**src/rtl/erp_pkg.sv**
```systemverilog
// Package: shared types for the execute group redirect selector.
// Assumes nothing beyond IEEE 1800-2017.
package erp_pkg;
    // Cause of the redirect chosen for a group.
    typedef enum logic [1:0] {
        RD_NONE   = 2'd0,
        RD_BRANCH = 2'd1,
        RD_MEMORD = 2'd2
    } redir_kind_e;

    // Fixed instruction size used to derive the sequential PC.
    localparam int unsigned INSN_BYTES = 4;
endpackage

```
**src/rtl/erp_slot_scan.sv**
```systemverilog
// Module: scans the issue group in slot order and decides which slots are
// forwarded and which occupy a functional unit.
// Assumes: IW >= 1, EW >= 1; purely combinational.
module erp_slot_scan #(
    parameter int IW = 4,
    parameter int EW = 4,
    localparam int FW = $clog2(EW + 1)
) (
    input  logic [IW-1:0] valid,
    input  logic [IW-1:0] squashed,
    output logic [IW-1:0] fwd_mask,
    output logic [IW-1:0] exec_mask,
    output logic [FW-1:0] fu_count
);
    // Walk the slots; stop at an empty slot or a full set of units.
    always_comb begin
        logic stop;
        logic [FW-1:0] used;
        stop      = 1'b0;
        used      = '0;
        fwd_mask  = '0;
        exec_mask = '0;
        for (int i = 0; i < IW; i++) begin
            if (!valid[i] || used >= FW'(EW)) stop = 1'b1;
            if (!stop) begin
                fwd_mask[i] = 1'b1;
                if (!squashed[i]) begin
                    exec_mask[i] = 1'b1;
                    used = used + FW'(1);
                end
            end
        end
        fu_count = used;
    end
endmodule

```
**src/rtl/erp_redirect_pick.sv**
```systemverilog
// Module: picks the first redirect among executed slots; a mispredict is
// tested before a violation within each slot.
// Assumes: IW >= 2; exec_mask marks scanned, non-squashed slots.
module erp_redirect_pick
    import erp_pkg::*;
#(
    parameter int IW = 4,
    localparam int XW = $clog2(IW)
) (
    input  logic [IW-1:0] exec_mask,
    input  logic [IW-1:0] mispred,
    input  logic [IW-1:0] memref,
    input  logic          violation,
    output redir_kind_e   kind,
    output logic [XW-1:0] sel
);
    // First qualifying slot wins; later ones are ignored.
    always_comb begin
        kind = RD_NONE;
        sel  = '0;
        for (int i = 0; i < IW; i++) begin
            if (kind == RD_NONE && exec_mask[i]) begin
                if (mispred[i]) begin
                    kind = RD_BRANCH;
                    sel  = XW'(i);
                end else if (violation && memref[i]) begin
                    kind = RD_MEMORD;
                    sel  = XW'(i);
                end
            end
        end
    end
endmodule

```
**src/rtl/erp_event_counter.sv**
```systemverilog
// Module: wrapping event counter with synchronous active-low clear.
// Assumes: one increment per cycle at most.
module erp_event_counter #(
    parameter int W = 16
) (
    input  logic         clk,
    input  logic         rst_n,
    input  logic         inc,
    output logic [W-1:0] count
);
    // Count one per cycle while inc is high.
    always_ff @(posedge clk) begin
        if (!rst_n)   count <= '0;
        else if (inc) count <= count + W'(1);
    end
endmodule

```
**src/rtl/exec_redirect_sel.sv**
```systemverilog
// Module: execute group redirect selector. Scans an issue group, counts
// functional-unit usage, selects at most one redirect and registers a
// one-cycle squash packet toward commit, plus two event counters.
// Assumes: ISSUE_W >= 2, fields packed slot 0 in the low bits.
module exec_redirect_sel
    import erp_pkg::*;
#(
    parameter int ISSUE_W = 4,
    parameter int EXEC_W  = 4,
    parameter int PC_W    = 32,
    parameter int SEQ_W   = 16,
    parameter int CNT_W   = 16,
    localparam int FW     = $clog2(EXEC_W + 1),
    localparam int XW     = $clog2(ISSUE_W)
) (
    input  logic                     clk,
    input  logic                     rst_n,
    input  logic [ISSUE_W-1:0]       slot_valid,
    input  logic [ISSUE_W-1:0]       slot_squashed,
    input  logic [ISSUE_W-1:0]       slot_mispred,
    input  logic [ISSUE_W-1:0]       slot_pred_taken,
    input  logic [ISSUE_W-1:0]       slot_memref,
    input  logic [ISSUE_W*PC_W-1:0]  slot_pc,
    input  logic [ISSUE_W*PC_W-1:0]  slot_npc,
    input  logic [ISSUE_W*SEQ_W-1:0] slot_seq,
    input  logic                     grp_violation,
    output logic                     sq_valid,
    output logic                     sq_mispred,
    output logic                     sq_taken,
    output logic [SEQ_W-1:0]         sq_seq,
    output logic [PC_W-1:0]          sq_pc,
    output logic [PC_W-1:0]          sq_npc,
    output logic [ISSUE_W-1:0]       fwd_mask,
    output logic [FW-1:0]            fu_used,
    output logic [CNT_W-1:0]         cnt_taken_wrong,
    output logic [CNT_W-1:0]         cnt_mem_order
);
    logic [ISSUE_W-1:0] fwd_c, exec_c;
    logic [FW-1:0]      fu_c;
    redir_kind_e        kind_c;
    logic [XW-1:0]      sel_c;
    logic [PC_W-1:0]    pc_s, npc_s;
    logic [SEQ_W-1:0]   seq_s;
    logic               taken_c;

    erp_slot_scan #(.IW(ISSUE_W), .EW(EXEC_W)) u_scan (
        .valid(slot_valid), .squashed(slot_squashed),
        .fwd_mask(fwd_c), .exec_mask(exec_c), .fu_count(fu_c)
    );

    erp_redirect_pick #(.IW(ISSUE_W)) u_pick (
        .exec_mask(exec_c), .mispred(slot_mispred), .memref(slot_memref),
        .violation(grp_violation), .kind(kind_c), .sel(sel_c)
    );

    // Select the fields of the redirecting slot and recompute direction.
    always_comb begin
        pc_s    = slot_pc[sel_c*PC_W +: PC_W];
        npc_s   = slot_npc[sel_c*PC_W +: PC_W];
        seq_s   = slot_seq[sel_c*SEQ_W +: SEQ_W];
        taken_c = (npc_s != pc_s + PC_W'(INSN_BYTES));
    end

    // Register the squash packet and group summary for one cycle.
    always_ff @(posedge clk) begin
        if (!rst_n) begin
            sq_valid   <= 1'b0;
            sq_mispred <= 1'b0;
            sq_taken   <= 1'b0;
            sq_seq     <= '0;
            sq_pc      <= '0;
            sq_npc     <= '0;
            fwd_mask   <= '0;
            fu_used    <= '0;
        end else begin
            sq_valid   <= (kind_c != RD_NONE);
            sq_mispred <= (kind_c == RD_BRANCH);
            sq_taken   <= (kind_c == RD_BRANCH) && taken_c;
            sq_seq     <= (kind_c != RD_NONE) ? seq_s : '0;
            sq_pc      <= (kind_c == RD_BRANCH) ? pc_s : '0;
            sq_npc     <= (kind_c != RD_NONE) ? npc_s : '0;
            fwd_mask   <= fwd_c;
            fu_used    <= fu_c;
        end
    end

    erp_event_counter #(.W(CNT_W)) u_cnt_taken (
        .clk(clk), .rst_n(rst_n),
        .inc(kind_c == RD_BRANCH && slot_pred_taken[sel_c]),
        .count(cnt_taken_wrong)
    );

    erp_event_counter #(.W(CNT_W)) u_cnt_mem (
        .clk(clk), .rst_n(rst_n),
        .inc(kind_c == RD_MEMORD), .count(cnt_mem_order)
    );

    // forwarded slots form a run of ones from slot 0.
    a_r2_mask_contiguous: assert property (@(posedge clk) disable iff (!rst_n)
        ((fwd_mask + ISSUE_W'(1)) & fwd_mask) == '0);

    // unit usage never exceeds the execute width nor the forwarded count.
    a_r3_fu_bounded: assert property (@(posedge clk) disable iff (!rst_n)
        fu_used <= FW'(EXEC_W) && 32'(fu_used) <= $countones(fwd_mask));

    // a memory-order packet carries no branch direction or PC.
    a_r10_mem_packet_clean: assert property (@(posedge clk) disable iff (!rst_n)
        (sq_valid && !sq_mispred) |-> (!sq_taken && sq_pc == '0));

    // a packet only follows a group that forwarded something.
    a_r12_packet_needs_slot: assert property (@(posedge clk) disable iff (!rst_n)
        sq_valid |-> fwd_mask != '0);

    // the memory counter moves only alongside a memory-order packet.
    a_r11_mem_count_tracks: assert property (@(posedge clk) disable iff (!rst_n)
        (cnt_mem_order != $past(cnt_mem_order)) |-> (sq_valid && !sq_mispred));

    // the taken counter moves only alongside a branch packet.
    a_r11_taken_count_tracks: assert property (@(posedge clk) disable iff (!rst_n)
        (cnt_taken_wrong != $past(cnt_taken_wrong)) |-> (sq_valid && sq_mispred));
endmodule

```
**config.mk**
```make
export PLATFORM = sky130hd
export DESIGN_NAME = exec_redirect_sel
export DESIGN_NICKNAME = d
export VERILOG_FILES = /design/src/rtl/erp_pkg.sv /design/src/rtl/erp_slot_scan.sv /design/src/rtl/erp_redirect_pick.sv /design/src/rtl/erp_event_counter.sv /design/src/rtl/exec_redirect_sel.sv
export SDC_FILE = /design/constraint.sdc
export NUM_CORES = 1
export LEC_CHECK = 0
export BUFFER_PORTS_ARGS = -buffer_cell sky130_fd_sc_hd__buf_4
export CELL_PAD_IN_SITES_DETAIL_PLACEMENT = 1
export CELL_PAD_IN_SITES_GLOBAL_PLACEMENT = 2
export CORE_MARGIN = 8
export CORE_UTILIZATION = 22
export DETAILED_ROUTE_END_ITERATION = 8
export PLACE_DENSITY_LB_ADDON = 0.15
export SYNTH_ARGS = -nofsm -noshare
export SYNTH_HDL_FRONTEND = slang
export SYNTH_SLANG_ARGS = --single-unit
```
**constraint.sdc**
```tcl
create_clock -name clk -period 6.65 [get_ports clk]
set_clock_uncertainty 0.15 [all_clocks]
set_input_delay 0 -clock clk [delete_from_list [all_inputs] [get_ports clk]]
set_output_delay 0 -clock clk [all_outputs]
set_load 0.005 [all_outputs]
```
==> key figures, run 1 <==
Status
  – Run status: complete, no violations

Drt
  – Vias per Instance: approximately 4.7
  – Drt initial violations: 274
  – Via count: just over 9000
  – Antenna Nets Post-Route: 0
  – Router iterations before antenna repair: 4
  – Drt drc: 0
  – Wirelength per Cell: ~22 um
  – Drt total wl: between 40000 and 50000 um

Global route
  – Total track usage: 0.2135
  – Number of global-route vias before repair: just over 10000
  – Largest net degree at the start of global routing: 57
  – First-pass GRT wire length: approximately 63000 um
  – GRT overflow: 0
  – Initial antenna violation count: 2

Final layout
  – Area Growth Syn to Fin: 81.34%
  – Layout cells sized above 1: 0.3893
  – Storage cell area: 2442 um^2
  – Final Util: 0.4035
  – Final net count: roughly 1800
  – Fin area: 13460 um^2
  – Fill count: about 4000
  – Multi-input gate area: 4713 um^2

Timing
  – Period minus WS final: around 5.5 ns
  – Final Hold Fails: 0
  – Setup TNS: 0 ns
  – Worst Tran Pin Value: approximately 0.90 ns
  – Endpoints failing setup: 0
  – Unrepaired setup endpoints after global routing: false
  – Fmax: roughly 0.18 GHz
  – Tcrit/Tclk final: 0.8241
  – Final hold slack: between 0.02 and 0.025 ns
  – Slew HR: 0.3986
  – Fin. max-slew vios: 0

Die
  – Core area: roughly 33000 um^2
  – Initial Utilization: 0.2225
  – Die ar.: 39880 um^2
  – Die W: about 200 um
  – Cell row count: 67
  – Die boundary height: approximately 200 um
  – I/O pin total: around 470

Setup path
  – Crit path from: slot_valid[0]
  – CP Cell Sequence: dlygate4sd3_1, buf_4, nor2b_1, ha_1, nand2_1, o21ai_0, and2_1, ha_1, a211oi_1, o2111ai_1, a211o_1, or2_4, mux2i_1, nor4_4, nand3_1, nor4_1, o21bai_1, a31oi_1, a211oi_1, a31o_1, a31oi_1
  – CP max-delay cell: nor4_1
  – CP startpoint kind: input port
  – Worst Path Required: 6.86 ns
  – CP arrival: ~5.7 ns
  – Worst Setup End Kind: flip-flop
  – RR Startpoint: u_cnt_taken.count[0]
  – Critical path's largest stage delay: ~0.77 ns
  – Crit Path Max Fanout: 33
  – Setup CP Type: in2reg

Synth
  – Number of library cell types mapped by synthesis: 69
  – Area leader, netlist: dfxtp_1
  – Avg Inst Size Synth: between 8 and 9 um^2
  – Asr flop ratio synth: 0
  – Syn Inst Count: slightly above 900
  – Most frequent cells after synthesis: nand2_1 (149), dfxtp_1 (122), nor2_1 (100)
  – Number of synthesized register bits: 122
  – Area share of the largest cell type after synthesis: 0.3290
  – Synthesized Nets: roughly 1300
  – Post-synth EDFFs: 0
  – Register area share after synthesis: 0.3290
  – Top FF cell, synth: dfxtp_1
  – Top cells by area, synth: dfxtp_1 (33%), nand2_1 (7.5%), mux2_2 (6.8%)
  – Cell Area, Synth: about 7400 um^2
  – Synth warn: 0
  – Top-count cell post-synth: nand2_1

Clock tree
  – TritonCTS clock tree: done
  – Post-CTS setup buffers: 0
  – Max Root-Sink Buffers: 2
  – Number of CTS-inserted buffers: 17
  – Root buffer cell: clkbuf_16
  – Clock latency on the worst-skew pair: around 0.44 ns
  – Worst-path clk slew: roughly 0.060 ns
  – H-tree lvl count: 4
  – CTS sink cnt: 122

Job
  – MaxCap Viol Count: 0

Placement
  – Detailed placement HPWL: 35030 um
  – RD Place Congestion: 0.8391
  – Buffers on Ports: between 400 and 500
  – DP Area: 11330 um^2

Power and ir drop
  – Leakage: 6.226 nW
  – Worst IR Drop VDD: between 0.00015 and 0.0002 V
  – Design Power: approximately 0.0023 W
  – Power per cell area: between 150 and 200 nW/um^2

Hold path
  – Hold Crit Class: in2reg
  – Hold Path Origin: slot_pc[65]
## area by class of cell
| class | instances | share of cell area |
|---|---|---|
| diodes | 1 | 0.0001859 |
| clock buffers | 19 | 0.03365 |
| multi-input cells | 718 | 0.3501 |
| inverters | 12 | 0.003346 |
| flip-flops and latches | 122 | 0.1814 |
| well taps | 448 | 0.04164 |
| repair buffers | 624 | 0.3755 |
| clock inverters | 13 | 0.01413 |
## cell usage in the layout, fill, tap and decap left out, types with 17 or more instances in the layout
master / n
buf_4: 476
nand2_1: 149
dlygate4sd3_1: 148
dfxtp_1: 122
nor2_1: 99
mux2_2: 45
xnor2_1: 43
a311oi_1: 37
o22ai_1: 31
a21oi_1: 30
mux2i_1: 29
and2_1: 28
xor2_1: 20
nor3_1: 17
clkbuf_16: 17
## power breakdown
group | internal [W] | leakage (nW) | total (W) | switching, W
registers | 0.000753 | 0.990 | 0.000761 | 0.00000781
logic | 0.000316 | 4.92 | 0.000550 | 0.000233
clock network | 0.000650 | 0.314 | 0.00103 | 0.000384
total | 0.00172 | 6.23 | 0.00234 | 0.000626
## worst paths after layout
path,to,slack (ns),cells past startpoint
min reg2reg,u_cnt_mem.count[15],0.36,2
max reg2reg,u_cnt_taken.count[12],4.74,6
max,sq_taken,1.17,21
min,sq_pc[1],0.02,5
## repair_timing
item                      CTS  global route
hold buffers              148             0
gates resized for setup     0             0
hold endpoints to repair  118             0
## metal layers
metal	part of all wire	vias up	track usage
met5	0	-	0
met1	0.40	4388	0.2446
met3	0.072	43	0.06399
li1	-	4420	-
met2	0.51	268	0.3770
met4	0.022	0	0.06458
## worst max-delay path: cells and delay by family
kind,cells,cell delay [ns]
buffers and inverters,2,0.71
AO/OA/AOI/OAI,9,1.54
AND/OR/NAND/NOR,7,2.61
multiplexers,1,0.31
adder cells (fa/ha/maj),2,0.49
## flip-flops by register name, indices dropped and copies added, names as in the netlist
| signal | flops |
|---|---|
| sq_npc | 32 |
| sq_pc | 32 |
| sq_seq | 16 |
| u_cnt_mem.count | 16 |
| u_cnt_taken.count | 16 |
| fwd_mask | 4 |
| fu_used | 3 |
| sq_mispred | 1 |
| sq_taken | 1 |
| sq_valid | 1 |
## stage by stage
step | std cells | setup WS, ns
after floorplan | 908 | 1.934
after global placement | 1776 | 1.500
after detailed placement | 1776 | 1.329
after CTS | 1956 | 1.235
after global routing | 1957 | 0.7475
final | 1957 | 1.169
## logic make-up after synthesis
| family | count (synthesis) | synth area share |
|---|---|---|
| mux | 84 | 0.1229 |
| flops | 122 | 0.3290 |
| compound gates | 177 | 0.1691 |
| xor+xnor | 63 | 0.07433 |
| fa+ha+maj | 6 | 0.01011 |
| simple gates | 388 | 0.2520 |
| buf+inv | 68 | 0.04264 |
(Power assumes the default switching activity.)
==> inputs of run 2 (changes only) <==
clock period = 5.5 ns   (was 6.65 ns; I/O delays follow)
==> key figures, run 2 (synthesis results as in run 1) <==
Global route
  – Largest net degree at the start of global routing: 56
  – GRT overflow: 0
  – Grt met3 use: 0.06181
  – Total track usage: 0.2175
  – Busiest grt layer: met2
  – GRT met2 Usage: 0.3907
  – Met1 usage: 0.2412
  – Initial antenna violation count: 2
  – First-pass GRT wire length: 64410 um
  – Number of global-route vias before repair: between 10000 and 15000

Die
  – Core area: 33360 um^2
  – I/O pin total: about 470
  – Initial Utilization: 0.2225
  – Die boundary height: between 150 and 200 um
  – Die W: 199.7 um
  – Die ar.: roughly 40000 um^2
  – Cell row count: 67

Clock tree
  – CTS sink cnt: between 100 and 150
  – Number of CTS-inserted buffers: 17
  – Root buffer cell: clkbuf_16
  – H-tree lvl count: 4
  – Clock latency on the worst-skew pair: around 0.43 ns
  – Worst-path clk slew: 0.06 ns
  – TritonCTS clock tree: done
  – Max Root-Sink Buffers: 2

Timing
  – Setup ws final: about 0.31 ns
  – Worst Tran Pin Value: ~1 ns
  – Tcrit/Tclk final: 0.9444
  – Endpoints failing setup: 0
  – Final Hold Fails: 0
  – Slew HR: 0.3320
  – Period minus WS final: a little over 5 ns
  – Fmax: 0.1925 GHz
  – Fin. max-slew vios: 0

Drt
  – Drt initial violations: about 300
  – Router iterations before antenna repair: 4
  – Drt total wl: 44680 um
  – Vias per Instance: between 4 and 5
  – Drt drc: 0
  – Antenna Nets Post-Route: 0
  – Via count: 9276
  – Wirelength per Cell: ~23 um

Power and ir drop
  – Worst IR Drop VDD: between 0.0002 and 0.00025 V
  – Power per cell area: roughly 200 nW/um^2
  – Leakage: roughly 6.3 nW

Final layout
  – Most common cell after layout, fill and taps aside: buf_4
  – Area Growth Syn to Fin: 83.03%
  – Final Non-Filler Cells: 1983
  – Largest registers: sq_npc x32, sq_pc x32
  – Final net count: between 1500 and 2000
  – Layout cells sized above 1: 0.4018
  – Most frequent cells in the layout: buf_4 (502), nand2_1 (149), dlygate4sd3_1 (146)
  – Final Util: 0.4072

Status
  – Run status: complete, no violations

Setup path
  – CP Cell Sequence: dlygate4sd3_1, buf_4, nor2b_2, ha_1, nand2_1, o21ai_0, and2_1, ha_1, a211oi_1, o2111ai_1, a211o_2, or2_4, buf_6, mux2i_1, dlygate4sd3_1, buf_4, nor2b_1, nand4_1, xor2_1, nand2_1, a31o_2, o2111ai_1, nor4b_2, a31oi_1
  – CP arrival: 5.35 ns
  – Worst Setup End Kind: flip-flop
  – Crit Path Max Fanout: 18
  – CP max-delay cell: dlygate4sd3_1
  – CP delay by family, top: buffers and inverters
  – CP startpoint kind: input port
  – Worst Path Required: approximately 5.7 ns
  – Critical path's largest stage delay: roughly 0.57 ns
  – Setup CP Type: in2reg
  – Critical path buffers and inverters: 5

Placement
  – Detailed placement HPWL: between 30000 and 40000 um
  – Dpl ws: between 0.3 and 0.4 ns
  – Dpl cells: roughly 1800
  – RD Place Congestion: 0.8376
  – Buffers on Ports: ~460

Job
  – MaxCap Viol Count: 0

Hold path
  – Hold Crit Class: in2reg
==> run 2: report_power, final <==
group          internal, W  switching (W)
registers         0.000910     0.00000941
clock network     0.000645       0.000459
logic             0.000397       0.000292
==> run 2: layer usage <==
metal / vias up / share of wire
met3: 49 / 0.066
met2: 294 / 0.51
li1: 4468 / -
met5: - / 0
met1: 4465 / 0.39
met4: 0 / 0.027
==> run 2: path summary, 6_finish.rpt <==
check                              from               endpoint  slack, ns  depth (start not counted)
hold reg to reg   u_cnt_taken.count[14]  u_cnt_taken.count[14]       0.36                          2
setup / recovery          slot_valid[0]               sq_taken       0.31                         24
hold / removal              slot_pc[80]              sq_pc[16]       0.01                          5
setup reg to reg   u_cnt_taken.count[0]  u_cnt_taken.count[12]       3.58                          6
==> run 2: layout make-up <==
cell class                      instances  area (um^2)
Inverter                               12        45.04
Antenna cell                            2        5.005
Timing Repair Buffer                  649         5241
Sequential cell                       122         2442
Clock inverter                         10        93.84
Tap cell                              448        560.5
Fill cell                            4075        19780
Clock buffer                           22        464.2
Multi-Input combinational cell        718         4735
==> run 2: per-stage QoR <==
step                      setup TNS [ns]  hold WS [ns]  power (W)  area, um^2
after floorplan                        0      -0.01278   0.001175        7423
after detailed placement               0        0.1243   0.001536       11540
final                                  0       0.01312   0.002713       13590
after global routing           -0.008325       0.03846   0.002847       13590
after CTS                              0      0.001488   0.002753       13560
after global placement                 0        0.1241   0.001533       11540
==> run 2: worst reg2reg max path: stages, from the launching register on <==
cell,delay [ns]
dfxtp_1,0.41
ha_1,0.19
and3_1,0.19
nand2b_1,0.14
or2_1,0.31
or3_1,0.34
a21boi_1,0.14
==> run 2: timing repair <==
item,in CTS,in global routing
resized for setup,0,6
buffers inserted,0,0
setup endpoints to repair,0,1
hold endpoints to repair,118,0
hold buffers,146,0
==> inputs of run 3 (changes only) <==
ABC_AREA = 1   (was not set)
CORE_UTILIZATION = 21   (was 22)
==> key figures, run 3 <==
Die
  – Die W: 216.6 um
  – I/O pin total: ~470
  – Cell row count: 73
  – Die boundary height: about 220 um
  – Die ar.: between 40000 and 50000 um^2
  – Initial Utilization: 0.2126
  – Core area: between 30000 and 40000 um^2

Synth
  – Synth warn: 0
  – Register area share after synthesis: 0.2891
  – Synthesized Nets: about 1700
  – Number of library cell types mapped by synthesis: 48
  – Post-synth EDFFs: 0
  – Most frequent cells after synthesis: nand2_1 (374), nor2_1 (189), inv_1 (160)
  – Top FF cell, synth: dfxtp_1
  – Number of synthesized register bits: around 120
  – Area share of the largest cell type after synthesis: 0.2891
  – Avg Inst Size Synth: a little over 6 um^2
  – Top cells by area, synth: dfxtp_1 (29%), nand2_1 (17%), nor2_1 (8.4%)
  – Asr flop ratio synth: 0
  – Area leader, netlist: dfxtp_1
  – Top-count cell post-synth: nand2_1
  – Cell Area, Synth: 8447 um^2
  – Syn Inst Count: 1400

Power and ir drop
  – Leakage: 7.415 nW
  – Worst IR Drop VDD: 0.0001721 V
  – Power per cell area: about 200 nW/um^2

Clock tree
  – Worst-path clk slew: 0.06 ns
  – Number of CTS-inserted buffers: 17
  – CTS sink cnt: 122
  – Max Root-Sink Buffers: 2
  – H-tree lvl count: 4
  – Root buffer cell: clkbuf_16
  – Clock latency on the worst-skew pair: roughly 0.44 ns
  – Post-CTS setup buffers: 0
  – TritonCTS clock tree: done

Global route
  – First-pass GRT wire length: around 80000 um
  – Total track usage: 0.2254
  – Number of global-route vias before repair: roughly 13000
  – GRT overflow: 0
  – Largest net degree at the start of global routing: 70
  – Initial antenna violation count: 6

Final layout
  – Layout cells sized above 1: 0.2839
  – Final Non-Filler Cells: 2588
  – Fill count: 5109
  – Final Util: 0.3816
  – Most common cell after layout, fill and taps aside: buf_4
  – Final net count: between 2000 and 2500
  – Most frequent cells in the layout: buf_4 (475), nand2_1 (374), dlygate4sd3_1 (213)
  – Area Growth Syn to Fin: 79.48%
  – Largest registers: sq_npc x32, sq_pc x32
  – Storage cell area: 2442 um^2
  – Multi-input gate area: 4990 um^2

Drt
  – Antenna Nets Post-Route: 0
  – Drt initial violations: 505
  – Drt total wl: between 50000 and 60000 um
  – Drt drc: 0
  – Router iterations before antenna repair: 5
  – Via count: 11830
  – Wirelength per Cell: around 21 um
  – Vias per Instance: between 4 and 5

Status
  – Run status: finished with violations
  – Failing checks: negative hold slack

Timing
  – Slew HR: 0.4613
  – Worst Tran Pin Value: between 0.8 and 0.9 ns
  – Setup ws final: around 0.47 ns
  – Final Hold Fails: 1
  – Fin. max-slew vios: 0
  – Endpoints failing setup: 0
  – Period minus WS final: 5.027 ns
  – Fmax: between 0.15 and 0.2 GHz
  – Setup TNS: 0 ns
  – Final hold slack: -0.004044 ns
  – Unrepaired setup endpoints after global routing: false
  – Tcrit/Tclk final: 0.9140

Setup path
  – Cell depth of the worst flop-to-flop path: 9
  – R2R Setup Slk: 3.22 ns
  – CP arrival: 5.19 ns
  – CP startpoint kind: input port
  – Crit Path Max Fanout: 33
  – Worst Setup End Kind: flip-flop
  – CP max-delay cell: dlygate4sd3_1
  – Most Frequent Cell on Critical Path: nand2_1
  – Worst Path Required: between 5 and 6 ns
  – Setup CP Type: in2reg
  – Critical path's largest stage delay: 0.59 ns

Placement
  – Dpl ws: around 0.86 ns
  – Buffers on Ports: ~460
  – RD Place Congestion: a little under 0.9
  – Detailed placement HPWL: between 40000 and 50000 um
  – Dpl cells: 2337

Job
  – MaxCap Viol Count: 0

Hold path
  – Min-Delay Path Depth: 5
  – Hold Crit Class: in2reg
-- run 3: path summary, 6_finish.rpt --
path | startpoint | endpoint
worst max register to register | u_cnt_mem.count[0] | u_cnt_mem.count[14]
worst min-delay path | slot_npc[19] | sq_npc[19]
worst max-delay path | slot_valid[0] | sq_taken
worst min register to register | u_cnt_mem.count[15] | u_cnt_mem.count[15]
-- run 3: layout make-up --
type                    count  area share
diodes                      6   0.0009903
clock buffers              21     0.03169
clock inverters            11     0.01023
inverters                 184     0.04564
multi-input cells        1029      0.3291
flip-flops and latches    122      0.1611
well taps                 525     0.04333
repair buffers            690      0.3779
-- run 3: layer usage --
| metal | vias up | part of all wire | track usage |
|---|---|---|---|
| met1 | 5652 | 0.41 | 0.2602 |
| li1 | 5783 | - | - |
| met2 | 326 | 0.49 | 0.3952 |
| met3 | 65 | 0.063 | 0.06128 |
| met5 | - | 0.00019 | 0 |
| met4 | 2 | 0.029 | 0.08003 |
-- run 3: cell families (layout without fill, tap and decap cells) --
family,after synthesis,after routing,share of synthesized area
other cells,0,6,0
xor+xnor,18,18,0.01866
flops,122,122,0.2891
simple gates,771,771,0.3956
buf+inv,249,906,0.1218
fa+ha+maj,6,6,0.008887
compound gates,234,234,0.1659
-- run 3: worst max-delay path, delay by kind of cell --
family | cells | cell delay (ns)
compound gates | 3 | 0.27
fa+ha+maj | 2 | 0.45
buf+inv | 9 | 2.32
simple gates | 17 | 2.12
-- run 3: metrics by stage --
stage / instance area, um^2 / power, W
4_1_cts: 15120 / 0.003043
5_1_grt: 15160 / 0.003163
6_report: 15160 / 0.003001
3_3_place_gp: 12360 / 0.001645
2_1_floorplan: 8447 / 0.001259
3_5_place_dp: 12360 / 0.001648
-- run 3: what timing repair did --
item	4_1_cts	5_1_grt
hold buffers	212	1
endpoints found under the hold margin	102	1
gates resized for setup	0	3
endpoints found under the setup margin	0	1
-- run 3: power by group --
part / internal (W) / leakage, nW / switching (W) / total (W)
logic: 0.000426 / 6.11 / 0.000414 / 0.000840
registers: 0.000912 / 0.990 / 0.0000112 / 0.000923
clock network: 0.000768 / 0.311 / 0.000470 / 0.00124
total: 0.00211 / 7.41 / 0.000895 / 0.00300
